`src/rtl/redup_pkg.sv`:
```
package redup_pkg;
  typedef enum logic [1:0] {
    CHK_EXACT  = 2'b00,
    CHK_UPPER  = 2'b01,
    CHK_APPROX = 2'b10,
    CHK_SPARE  = 2'b11
  } chk_mode_e;
endpackage

```
`src/rtl/rsum_add.sv`:
```
module rsum_add #(
  parameter int W = 8
) (
  input  logic [W-1:0] a,
  input  logic [W-1:0] b,
  output logic [W:0]   s
);
  assign s = {1'b0, a} + {1'b0, b};
endmodule

```
`src/rtl/rsum_upper.sv`:
```
module rsum_upper #(
  parameter int W = 8,
  parameter int K = 4
) (
  input  logic [W-1:0] a,
  input  logic [W-1:0] b,
  output logic [K-1:0] s_hi
);
  localparam int SH = W + 1 - K;
  logic [W-SH:0] hi_sum;
  logic          c_in;
  // carry into the kept field comes from the full low operands
  generate
    if (SH > 0) begin : g_low
      logic [SH:0] low_sum;
      assign low_sum = {1'b0, a[SH-1:0]} + {1'b0, b[SH-1:0]};
      assign c_in    = low_sum[SH];
      assign hi_sum  = {1'b0, a[W-1:SH]} + {1'b0, b[W-1:SH]} + {{(W-SH){1'b0}}, c_in};
    end else begin : g_all
      assign c_in   = 1'b0;
      assign hi_sum = {1'b0, a} + {1'b0, b};
    end
  endgenerate
  assign s_hi = hi_sum[K-1:0];
endmodule

```
`src/rtl/rsum_loa.sv`:
```
module rsum_loa #(
  parameter int W = 8,
  parameter int L = 4
) (
  input  logic [W-1:0] a,
  input  logic [W-1:0] b,
  output logic [W:0]   s
);
  logic [L-1:0] lo;
  logic [W-L:0] hi;
  for (genvar i = 0; i < L; i++) begin : g_or
    assign lo[i] = a[i] | b[i];
  end
  assign hi = {1'b0, a[W-1:L]} + {1'b0, b[W-1:L]};
  assign s  = {hi, lo};
endmodule

```
`src/rtl/rsum_fault.sv`:
```
module rsum_fault #(
  parameter int W  = 8,
  parameter int IW = 4
) (
  input  logic [W:0]    s_in,
  input  logic          en,
  input  logic [IW-1:0] idx,
  input  logic          val,
  output logic [W:0]    s_out
);
  for (genvar i = 0; i <= W; i++) begin : g_bit
    assign s_out[i] = (en && idx == IW'(i)) ? val : s_in[i];
  end
endmodule

```
`src/rtl/rsum_cmp.sv`:
```
module rsum_cmp
  import redup_pkg::*;
#(
  parameter int W   = 8,
  parameter int K   = 4,
  parameter int TOL = 15
) (
  input  chk_mode_e    mode,
  input  logic [W:0]   main_s,
  input  logic [W:0]   dup_s,
  input  logic [K-1:0] upper_s,
  input  logic [W:0]   loa_s,
  output logic         err
);
  localparam int SH = W + 1 - K;
  logic [W:0] diff;
  assign diff = (main_s >= loa_s) ? (main_s - loa_s) : (loa_s - main_s);
  always_comb begin
    unique case (mode)
      CHK_UPPER:  err = (main_s[W:SH] != upper_s);
      CHK_APPROX: err = (diff > (W+1)'(TOL));
      default:    err = (main_s != dup_s);
    endcase
  end
endmodule

```
`src/rtl/redup_adder_guard.sv`:
```
module redup_adder_guard
  import redup_pkg::*;
#(
  parameter int W   = 8,
  parameter int K   = 4,
  parameter int L   = 4,
  parameter int TOL = (1 << L) - 1,
  parameter int IW  = $clog2(W + 1)
) (
  input  logic          clk,
  input  logic          rst,
  input  logic [1:0]    mode_sel,
  input  logic [W-1:0]  op_a,
  input  logic [W-1:0]  op_b,
  input  logic          in_valid,
  input  logic          flt_en,
  input  logic [IW-1:0] flt_bit,
  input  logic          flt_val,
  output logic [W:0]    sum_q,
  output logic          err_q,
  output logic          out_valid
);
  localparam int SH = W + 1 - K;

  logic [W:0]   main_raw, main_f, dup_s, loa_s;
  logic [K-1:0] upper_s;
  logic         err_c;
  chk_mode_e    mode;

  assign mode = chk_mode_e'(mode_sel);

  rsum_add   #(.W(W))          u_main  (.a(op_a), .b(op_b), .s(main_raw));
  rsum_fault #(.W(W), .IW(IW)) u_flt   (.s_in(main_raw), .en(flt_en), .idx(flt_bit),
                                        .val(flt_val), .s_out(main_f));
  rsum_add   #(.W(W))          u_dup   (.a(op_a), .b(op_b), .s(dup_s));
  rsum_upper #(.W(W), .K(K))   u_upper (.a(op_a), .b(op_b), .s_hi(upper_s));
  rsum_loa   #(.W(W), .L(L))   u_loa   (.a(op_a), .b(op_b), .s(loa_s));
  rsum_cmp   #(.W(W), .K(K), .TOL(TOL)) u_cmp (
    .mode(mode), .main_s(main_f), .dup_s(dup_s), .upper_s(upper_s),
    .loa_s(loa_s), .err(err_c)
  );

  always_ff @(posedge clk) begin
    if (rst) begin
      sum_q     <= '0;
      err_q     <= 1'b0;
      out_valid <= 1'b0;
    end else begin
      out_valid <= in_valid;
      err_q     <= in_valid & err_c;
      if (in_valid) sum_q <= main_f;
    end
  end

  // strobe latency
  p_valid_lat_r2: assert property (@(posedge clk) disable iff (rst)
    in_valid |=> out_valid);
  p_valid_drop_r2: assert property (@(posedge clk) disable iff (rst)
    !in_valid |=> !out_valid);
  // flag only with a result; idle cycles keep the sum
  p_err_gated_r8: assert property (@(posedge clk) disable iff (rst)
    err_q |-> out_valid);
  p_hold_r8: assert property (@(posedge clk) disable iff (rst)
    !in_valid |=> $stable(sum_q));
  // clean sum
  p_sum_r1: assert property (@(posedge clk) disable iff (rst)
    (in_valid && !flt_en) |=> sum_q == ({1'b0, $past(op_a)} + {1'b0, $past(op_b)}));
  // no false alarm without a fault
  p_clean_r6: assert property (@(posedge clk) disable iff (rst)
    (in_valid && !flt_en) |=> !err_q);
  // low-bit faults are tolerated by the upper copy
  p_low_fault_r4: assert property (@(posedge clk) disable iff (rst)
    (in_valid && flt_en && mode_sel == 2'b01 && flt_bit < IW'(SH)) |=> !err_q);
endmodule

```
`config.mk`:
```
export PLATFORM = sky130hd
export DESIGN_NAME = redup_adder_guard
export DESIGN_NICKNAME = d
export VERILOG_FILES = /design/src/rtl/redup_pkg.sv /design/src/rtl/rsum_add.sv /design/src/rtl/rsum_upper.sv /design/src/rtl/rsum_loa.sv /design/src/rtl/rsum_fault.sv /design/src/rtl/rsum_cmp.sv /design/src/rtl/redup_adder_guard.sv
export SDC_FILE = /design/constraint.sdc
export NUM_CORES = 1
export LEC_CHECK = 0
export ABC_CLOCK_PERIOD_IN_PS = 10000
export BUFFER_PORTS_ARGS = -buffer_cell sky130_fd_sc_hd__buf_2
export CORE_MARGIN = 2
export CORE_UTILIZATION = 48
export DETAILED_ROUTE_END_ITERATION = 8
export GPL_ROUTABILITY_DRIVEN = 0
export PLACE_DENSITY_LB_ADDON = 0.3
export SKIP_LAST_GASP = 1
export SLEW_MARGIN = 20
export SYNTH_ARGS = -nofsm -noshare
export SYNTH_HDL_FRONTEND = slang
export SYNTH_HIERARCHICAL = 1
export SYNTH_SLANG_ARGS = --single-unit
export TNS_END_PERCENT = 10
```
`constraint.sdc`:
```
create_clock -name clk -period 10 [get_ports clk]
set_input_delay 0.5 -clock clk [delete_from_list [all_inputs] [get_ports clk]]
set_output_delay 0.5 -clock clk [all_outputs]
set_load 0.005 [all_outputs]
```
==> flow_metrics.env <==
export IMPL_peakVddDrop_v=0.0000782
export IMPL_arrival_ps=4100
export IMPL_cts_root_buffer="clkbuf_8"
export IMPL_pin_count=38
export IMPL_drt_initial_drc_count=130
export IMPL_status="completed"
export IMPL_tightest_slew_ps=388
export IMPL_synth_compound_area_share_pct=17.7
export IMPL_cap_violations=0
export IMPL_yosysWarnings=6
export IMPL_worstPathRequired_ps=10140
export IMPL_core_um2=5110
export IMPL_hold_path_class="reg -> reg"
export IMPL_syn2layout_area_growth_pct=10.2
export IMPL_path_clk_slew_ps=50
export IMPL_cts_buffers=3
export IMPL_dieHeight_um=76.6
export IMPL_avgSynthCellArea_um2=8.22
export IMPL_power_density_nw_per_um2=124
export IMPL_rsz0062_at_grt="false"
export IMPL_n_antenna_cell=0
export IMPL_grt_pass1_vias=2192
export IMPL_mostFrequentLayoutCell="ha_1"
export IMPL_finClkSkew_ps=0
export IMPL_synth_async_reset_ratio_pct=0
export IMPL_cts_resized=0
export IMPL_rows=26
export IMPL_ys_seq_elements=11
export IMPL_synth_nets=387
export IMPL_clkLatencyLatePin_ps=240
export IMPL_synth_cells=308
export IMPL_ys_flop_type="dfxtp_1"
export IMPL_utilization_pct=54.6
export IMPL_critPathKind="in -> reg"
export IMPL_synthAdderAreaFrac_pct=27.8
export IMPL_grt_max_degree=13
export IMPL_routed_wl_mm=5.95
export IMPL_netlist_area_um2=2530
export IMPL_synth_top_family_by_area="adder cells"
export IMPL_vias=2276
export IMPL_drc_errors=0
export IMPL_drive_gt1_share_pct=18.4
export IMPL_grt_overflow_total=0
export IMPL_setup_violations_final=0
export IMPL_initial_utilization_pct=49.6
export IMPL_final_hold_violation_count=0
export IMPL_synth_edf_count=0
export IMPL_synth_simple_area_share_pct=18.8
export IMPL_clkSinkCount=11
export IMPL_cts_hold_buf=0
export IMPL_die_w_um=76.6
export IMPL_final_cell_mix="ha_1, buf_2, inv_1"
export IMPL_h_tree_depth=1
export IMPL_slew_viol_final=0
export IMPL_nets=423
export IMPL_portBuffers=37
export IMPL_p_leak_nw=1.38
export IMPL_p_total_uw=347
export IMPL_post_route_period_util_pct=39.6
export IMPL_muxShareOfSynthArea_pct=9.34
export IMPL_grt_first_pass_wirelength_mm=10.2
export IMPL_worstSetupStartpointType="input pin"
export IMPL_synth_xor_area_share_pct=10.4
export IMPL_wl_per_cell_um=14.4
export IMPL_dieArea_um2=5870
export IMPL_clock_path_buffers=2
export IMPL_critPathMaxFanout=10
export IMPL_max_freq_mhz=252
export IMPL_cp_end_kind="register"
export IMPL_ant_nets=0
export IMPL_globalRouteTotalUtil_pct=21.4
export IMPL_yosys_cell_types_count=52
export IMPL_max_slew_margin_pct=73.5
export IMPL_tns_ps=0
export IMPL_tritoncts="done"
export IMPL_post_cts_buffers=0
export IMPL_fin_crit_ps=3960
export IMPL_reg2reg_slack_ps=9400
export IMPL_antenna_found_initial=0
export IMPL_viasPerCell=5.51
export IMPL_ys_seq_area_share_pct=8.70
export IMPL_dr_pass1_iters=5
export IMPL_dp_hpwl_mm=5.00
[cell type report]
cell class,count,area [um2]
Clock buffer,4,45.0
Tap cell,70,87.6
Multi-Input combinational cell,258,2130
Timing Repair Buffer,37,185
Inverter,33,124
Sequential cell,11,220
Fill cell,501,2320
[stage by stage]
stage / instances / hold slack [ps] / worst slack, ps / area [um2]
floorplan: 308 / 485 / 6180 / 2530
global placement: 409 / 471 / 5890 / 2750
detailed placement: 409 / 481 / 5800 / 2750
CTS: 413 / 496 / 6060 / 2790
global route: 413 / 528 / 5810 / 2790
finish: 413 / 489 / 6040 / 2790
[state kept, by name, summed over array words and instances (netlist names)]
register,count
err_q,1
out_valid,1
sum_q,9
[worst paths after layout]
check / start / depth (start not counted) / to
worst max-delay path: op_a[0] / 15 / err_q
worst min-delay path: sum_q[7] / 2 / sum_q[7]
worst max register to register: sum_q[4] / 2 / sum_q[4]
worst min register to register: sum_q[7] / 2 / sum_q[7]
[synthesized netlist by cell type, types with 5 or more instances]
cell type  number  area share [%]
dfxtp_1        11             8.7
ha_1           45              22
o21ai_0         7             1.4
nand2_1        17             2.5
nor2_1         25             3.7
nor2b_1         5             1.2
or2_2           5             1.2
inv_1          31             4.6
nor3_1          7             1.4
nand3_1         9             1.8
a21oi_1        17             3.4
fa_1            7             5.5
a21o_1         11             3.3
xnor2_1        21             7.3
mux2_2          5             2.2
mux2i_1        12             4.7
xor2_1          9             3.1
[routing by layer]
metal  up-vias  global-route usage (%)  routed length, um
met5         -                       0                  0
met1      1041                    29.7               2930
met4         0                    3.82                 57
met3         4                    2.13                322
li1       1161                       -                  -
met2        70                    36.2               2640
[critical path, stage by stage]
cell and delay [ps]:
buf_2 120, ha_1 230, fa_1 420, a21oi_1 230
o21bai_1 100, xor2_1 150, mux2_2 310, ha_1 420
and3_4 220, a221o_2 400, mux2i_1 130, or4_1 390
o31ai_1 250, a211oi_1 100, and2_1 140
[power by group]
| group | switching, mW | total (mW) | internal (mW) |
|---|---|---|---|
| Clock | 0.0173 | 0.0453 | 0.0280 |
| Combinational | 0.139 | 0.251 | 0.112 |
| Sequential | 0.00197 | 0.0502 | 0.0482 |
| Total | 0.159 | 0.347 | 0.188 |
[cells by family after synthesis]
group	after synthesis
compound gates	65
xor+xnor	30
flops	11
fa+ha+maj	52
buf+inv	39
simple gates	89
mux	22
(Power assumes the default switching activity.)
